[src/rtl/xram_pkg.sv]
// Package: shared constants for the extended RAM bank selector.
// Assumes a 16-bit CPU address bus and 4 KB banks.
package xram_pkg;
    localparam int ADDR_W     = 16;
    localparam int OFF_W      = 12;          // 4 KB window offset
    localparam int MAX_BOARDS = 3;
    localparam int BANK_W     = 6;           // holds bank numbers up to 63
    localparam int PA_W       = BANK_W + OFF_W;
    localparam logic [7:0] CTL_PAGE  = 8'hFF;
    localparam logic [7:0] SEL_BASE  = 8'hC0;
    localparam logic [7:0] SEL_SPAN  = 8'd36;
    localparam logic [3:0] WIN_NIB   = 4'hC;

    // Usable banks for a given number of installed boards.
    function automatic int banks_for(input int boards);
        return (boards < 1) ? 0 : 4 + 16 * (boards - 1);
    endfunction
endpackage

[src/rtl/xram_ctl_decode.sv]
// Control-page decoder: flags accesses to the control page and turns the
// low address byte into a bank number plus a "usable bank" flag.
// Assumes BANK_COUNT never exceeds the 36-address select span.
module xram_ctl_decode
    import xram_pkg::*;
#(
    parameter int BANK_COUNT = 36
) (
    input  logic [ADDR_W-1:0] addr,
    output logic              is_ctl,
    output logic              sel_ok,
    output logic [BANK_W-1:0] sel_num
);
    localparam logic [7:0] COUNT8 = 8'(BANK_COUNT);

    logic [7:0] lo;
    logic [7:0] off;

    // Purpose: decode page, select offset and bank-count limit.
    always_comb begin
        lo      = addr[7:0];
        off     = lo - SEL_BASE;
        is_ctl  = (addr[ADDR_W-1:8] == CTL_PAGE);
        sel_ok  = (lo >= SEL_BASE) && (off < SEL_SPAN) && (off < COUNT8);
        sel_num = off[BANK_W-1:0];
    end
endmodule

[src/rtl/xram_bank_reg.sv]
// Bank register: on the falling edge of bus_phase, a control-page write
// either loads a usable bank and enables the window, or disables it.
// Assumes addr/rw_n are stable through the clock that sees the fall.
module xram_bank_reg
    import xram_pkg::*;
(
    input  logic              clk,
    input  logic              rst_n,
    input  logic              bus_phase,
    input  logic              rw_n,
    input  logic              is_ctl,
    input  logic              sel_ok,
    input  logic [BANK_W-1:0] sel_num,
    output logic              en,
    output logic [BANK_W-1:0] bank
);
    logic phase_q;
    logic ctl_wr;

    // Purpose: remember last bus phase to find its falling edge.
    always_ff @(posedge clk) begin
        if (!rst_n) phase_q <= 1'b0;
        else        phase_q <= bus_phase;
    end

    // Purpose: qualify a control write at the end of its data phase.
    always_comb ctl_wr = phase_q && !bus_phase && !rw_n && is_ctl;

    // Purpose: latch the bank number or drop the window.
    always_ff @(posedge clk) begin
        if (!rst_n) begin
            en   <= 1'b0;
            bank <= '0;
        end else if (ctl_wr) begin
            en <= sel_ok;
            if (sel_ok) bank <= sel_num;
        end
    end
endmodule

[src/rtl/xram_win_map.sv]
// Window mapper: claims $C000-$CFFF while the window is enabled and builds
// the physical RAM address and strobes. Assumes bus_phase marks valid cycles.
module xram_win_map
    import xram_pkg::*;
(
    input  logic              en,
    input  logic [BANK_W-1:0] bank,
    input  logic              bus_phase,
    input  logic              rw_n,
    input  logic [ADDR_W-1:0] addr,
    output logic              ram_cs,
    output logic              ram_we,
    output logic [PA_W-1:0]   ram_addr
);
    // Purpose: window hit, strobes and masked physical address.
    always_comb begin
        ram_cs   = en && bus_phase && (addr[ADDR_W-1:OFF_W] == WIN_NIB);
        ram_we   = ram_cs && !rw_n;
        ram_addr = ram_cs ? {bank, addr[OFF_W-1:0]} : '0;
    end
endmodule

[src/rtl/xram_bank_sel.sv]
// Top: address-latched extended RAM bank selector. NUM_BOARDS (1..3)
// sets the usable bank count. Assumes a clk faster than the bus phase.
module xram_bank_sel
    import xram_pkg::*;
#(
    parameter int NUM_BOARDS = 3
) (
    input  logic              clk,
    input  logic              rst_n,
    input  logic              bus_phase,
    input  logic [15:0]       addr,
    input  logic              rw_n,
    output logic              win_en,
    output logic              ram_cs,
    output logic              ram_we,
    output logic [17:0]       ram_addr
);
    localparam int BANK_COUNT = banks_for(NUM_BOARDS);

    logic              is_ctl;
    logic              sel_ok;
    logic [BANK_W-1:0] sel_num;
    logic [BANK_W-1:0] bank;

    xram_ctl_decode #(.BANK_COUNT(BANK_COUNT)) u_dec (
        .addr    (addr),
        .is_ctl  (is_ctl),
        .sel_ok  (sel_ok),
        .sel_num (sel_num)
    );

    xram_bank_reg u_reg (
        .clk       (clk),
        .rst_n     (rst_n),
        .bus_phase (bus_phase),
        .rw_n      (rw_n),
        .is_ctl    (is_ctl),
        .sel_ok    (sel_ok),
        .sel_num   (sel_num),
        .en        (win_en),
        .bank      (bank)
    );

    xram_win_map u_map (
        .en        (win_en),
        .bank      (bank),
        .bus_phase (bus_phase),
        .rw_n      (rw_n),
        .addr      (addr),
        .ram_cs    (ram_cs),
        .ram_we    (ram_we),
        .ram_addr  (ram_addr)
    );
endmodule

[config.mk]
export PLATFORM = sky130hd
export DESIGN_NAME = xram_bank_sel
export DESIGN_NICKNAME = d
export VERILOG_FILES = /design/src/rtl/xram_pkg.sv /design/src/rtl/xram_ctl_decode.sv /design/src/rtl/xram_bank_reg.sv /design/src/rtl/xram_win_map.sv /design/src/rtl/xram_bank_sel.sv
export SDC_FILE = /design/constraint.sdc
export NUM_CORES = 1
export LEC_CHECK = 0
export ABC_AREA = 1
export BUFFER_PORTS_ARGS = -buffer_cell sky130_fd_sc_hd__buf_4
export CAP_MARGIN = 25
export CORE_UTILIZATION = 43
export DETAILED_ROUTE_END_ITERATION = 16
export PLACE_DENSITY = 0.82
export SETUP_SLACK_MARGIN = 0.05
export SYNTH_ARGS = -nofsm -noshare
export SYNTH_HDL_FRONTEND = slang
export SYNTH_SLANG_ARGS = --single-unit
[constraint.sdc]
create_clock -name clk -period 1.7 [get_ports clk]
set_input_delay 0.34 -clock clk [delete_from_list [all_inputs] [get_ports clk]]
set_output_delay 0.34 -clock clk [all_outputs]
set_load 0.02 [all_outputs]
Word level (Yosys, flattened, before mapping) --
Index checks and enable logic that the tools add are counted.
Word-level totals: logic and storage cells 20, input bits 20, output and inout port bits 21, bits in registers 8
Cells by class: $lt $le $gt $ge 2, muxes and demuxes 1, equal/unequal tests 2, add/sub/neg operators 1, reductions and logical operators 11
Operators by type and width (count):
- $mux 18 | 1
- $eq 8x8->1 const B | 1
- $ge 8x8->1 const B | 1
- $logic_and 1x1->1 | 8
- $lt 8x6->1 const B | 1
- $sub 8x8->8 const B | 1
- $eq 4x4->1 const B | 1
- $logic_not 1->1 | 2
- $reduce_and 2->1 | 1

Logic depth before layout (Yosys ltp) --
depth after elaboration 5, gate-level depth with buffers 8

Hierarchy --
Synthesis repeated with hierarchy kept, for this count alone.
Unflattened totals: cells, all modules 120, area, all modules 734.5 sq um
Modules (own cells, without submodules):
- xram_bank_reg | cells an instance 60, instances 1, area each 395.4 sq um, sequential area each 160.2 sq um
- xram_win_map | cells an instance 46, instances 1, area each 254.0 sq um, sequential area each 0.0 sq um
- xram_ctl_decode | cells an instance 14, instances 1, area each 85.1 sq um, sequential area each 0.0 sq um

Worst setup path before layout --
OpenSTA, ideal clock, no wires.
kind flip-flop to output port, from register u_reg.en, to output port ram_addr[10], path slack 195 ps, cell stages (with the launch flop) 6, arrival 1165 ps, path through dfxtp_1 nand2_1 nor3_2 nand3_1 buf_2 nor2_1
On the way: word-level cells in the longest chain between the ends 3
RTL lines:
- from (decl) | line xram_bank_reg.sv:14 | output logic en,
- from (signal assigned) | line xram_bank_reg.sv:35 | en <= sel_ok;
- $logic_and 1x1->1 (2 in series) | line xram_win_map.sv:17 | ram_cs = en && bus_phase && (addr[ADDR_W-1:OFF_W] == WIN_NIB);
- $mux 18 | line xram_win_map.sv:19 | ram_addr = ram_cs ? {bank, addr[OFF_W-1:0]} : '0;
- to (decl) | line xram_bank_sel.sv:16 | output logic [17:0] ram_addr
No other way between the ends.

Worst setup path after layout --
from register u_reg.en, to output port ram_addr[0]
The elaborated chain is that of the path after synthesis.

==> flow_summary.yaml <==
floorplanning:
  dieWidth_um: 39.8
  num_rows: 13
  io_pins: 41
  die-area_um2: 1580
  design.core.area_um2: 1320
  start_util_pct: 46.6
  die_h_um: 39.8
worst_setup_path:
  r2r_cells: 7
  r2r_start: "u_reg.phase_q$_SDFF_PN0_"
  worstSetupPathDepth: 6
  worstPathRequired_ns: 1.36
  cpPeakStageDelay_ns: 0.33
  slowest_stage: "dfxtp_2"
  critPathKind: "reg2out"
  worstSetupStartpoint: "u_reg.en$_SDFFE_PN0P_"
  cp-endpoint: "ram_addr[0]"
  r2r_setup_slack_ns: 0.66
  crit_buf_inv: 2
  crit_path_end_kind: "primary output"
  r2r-end: "u_reg.bank[2]$_SDFFE_PN0P_"
  critPathTopFamily: "simple AND/OR/NAND/NOR gates"
  crit_chain: "nand2_1, nor3_2, nand3_1, buf_6, nor2_1, buf_4"
  crit_fanout: 20
  critPathLaunchType: "register"
  crit_arrival_ns: 1.28
drt:
  drt_iter0_markers: 14
  wire_per_inst_um: 9.31
  wl_mm: 1.51
  via_per_inst: 4.51
  postRouteAntennaNets: 0
  drc: 0
  drt_pass1_iterations: 4
  vias: 730
layout:
  multi_input_area_um2: 353
  drive_above_1_share_pct: 42.9
  final_area_um2: 961
  nFillCells: 122
  syn_to_final_growth_pct: 56.4
  seq_area_um2: 161
  n_antenna_cell: 0
  nets: 169
clock_network:
  cts_buffers: 3
  cts-root-to-sink-buffers: 2
  tritoncts: "built"
  cts-root-buf: "clkbuf_4"
  worstSkewPairLatency_ns: 0.26
  htreeDepth: 1
  cts-hold-fix-buffers: 0
  cts.sinks: 8
  path_clk_slew_ns: 0.06
sta:
  rsz0062_at_grt: "true"
  setup_viol_count_final: 0
  hold_violations: 0
  relSlewSlack_pct: 84.7
  tns_ns: 0
  hold_slack_ns: 0.296
  tightestPinTransition_ns: 0.229
  fmax_ghz: 0.618
  finClkSkew_ns: 0.00227
  finalCriticalPeriod_ns: 1.62
  slew_violations: 0
  fin_crit_sh_pct: 95.2
synthesis:
  ys_warn_count: 0
  synth_nets: 126
  synth_edf_count: 0
  async_flop_share_pct: 0
  synth_area_leaders: "dfxtp_1, nor2_1, inv_1"
  synth_cell_type_count: 16
  ys_ff_latch: 8
  avgSynthCellArea_um2: 5.80
  yosys_most_used_dff: "dfxtp_1"
  yosysSeqAreaShare_pct: 26.1
  netlist_area_um2: 614
  yosys-top-cells-count: "nor2_1, inv_1, nand2_1"
  netlist.area_leader.share_pct: 26.1
  synthCells: 106
  yosysMostFrequentCell: "nor2_1"
  yosys.area.top_type: "dfxtp_1"
global_route:
  grt_pass1_vias: 543
  grt_pass1_wl_mm: 2.15
  grt-ovfl-total: 0
  antenna_found_initial: 0
  track_usage_pct: 21.8
  grt_max_degree: 21
power_and_ir_drop:
  sequentialPowerShare_pct: 45.4
  clkPwrFrac_pct: 35.5
  power_leakage_nw: 0.509
  peakVddDrop_uv: 485
  p_int_w: 0.000310
  power.switching_w: 0.000108
  switching_share_pct: 25.8
  p_comb_share_pct: 19.0
  power.density_nw_per_um2: 434
status:
  outcome: "finished clean"
placement:
  hpwl_mm: 1.20
  numPortBuffers: 40
  place_congestion: 0.779
  place_area_um2: 927
min_path:
  hp-class: "in2reg"
job:
  max_cap_violations: 0
## power by group through the flow
stage / Combinational (W) / Sequential, W / Clock [W]
floorplan: 0.0000330 / 0.000193 / 0
global placement: 0.0000772 / 0.000193 / 0
detailed placement: 0.0000788 / 0.000194 / 0
CTS: 0.0000791 / 0.000189 / 0.000154
global route: 0.0000873 / 0.000189 / 0.000165
finish: 0.0000794 / 0.000190 / 0.000148
## metal layers
layer | global-route usage [%] | routed length, µm
met4 | 15.5 | 42
met1 | 24.2 | 644
met5 | 0 | 0
met3 | 5.11 | 83
met2 | 35.7 | 738
## how the worst min path moves through the flow
stage	depth (start not counted)	start	slack [ns]	to
2_1_floorplan	2	bus_phase	0.43	u_reg.phase_q$_SDFF_PN0_
4_1_cts	3	bus_phase	0.29	u_reg.phase_q$_SDFF_PN0_
3_3_place_gp	2	u_reg.bank[2]$_SDFFE_PN0P_	0.47	u_reg.bank[2]$_SDFFE_PN0P_
3_5_place_dp	2	u_reg.bank[1]$_SDFFE_PN0P_	0.47	u_reg.bank[1]$_SDFFE_PN0P_
6_report	3	bus_phase	0.30	u_reg.phase_q$_SDFF_PN0_
5_1_grt	3	bus_phase	0.30	u_reg.phase_q$_SDFF_PN0_
## what timing repair did
| action | 4_1_cts | 5_1_grt |
|---|---|---|
| pin swaps | 0 | 0 |
| endpoints found under the setup margin | 10 | 20 |
| buffers inserted | 0 | 0 |
| gates resized for setup | 1 | 3 |
## registers in the layout, summed over array words and instances (netlist names)
register,cells
u_reg.phase_q,1
u_reg.en,1
u_reg.bank,6
## cell type report
type,count,share of cell area (%)
timing repair buffer,41,32.8
inverter,24,9.37
clock buffer,3,2.34
multi-input combinational,71,36.7
sequential,8,16.8
tap,15,1.95
## per-stage QoR
step           setup WS, ns  power, W  util (%)  instances
6_report             0.0815  0.000417      72.9        162
2_1_floorplan         0.195  0.000226         -        106
5_1_grt             -0.0373  0.000442      72.9        162
3_5_place_dp          0.197  0.000272      70.4        159
4_1_cts              0.0509  0.000423      72.4        162
3_3_place_gp          0.224  0.000271      70.4        159
## worst register-to-register path, stage by stage, from the launching register on
cell and delay, ns:
dfxtp_1 0.33, nand2_2 0.06, nor2_4 0.10, nand2_2 0.07
nor2_4 0.16, nand3_1 0.10, nand2_1 0.08, nor2_1 0.04
## cells in the final DEF, fill, tap and decap left out, types with 2 or more instances in the layout
master	netlist	layout
nor2_2	2	3
nand2_1	16	16
nand2_2	5	5
inv_2	3	3
clkbuf_4	0	3
nor2_1	33	32
inv_1	21	21
dfxtp_1	8	7
nor2_4	3	3
buf_4	0	39
nand3_1	7	7
buf_6	0	2
## kinds of logic (layout without fill, tap and decap cells)
family / Yosys count / after routing / share of synthesized area (%)
buf+inv: 27 / 68 / 16.9
flops: 8 / 8 / 26.1
compound gates: 2 / 2 / 4.48
simple gates: 69 / 69 / 52.5
(Power assumes the default switching activity.)
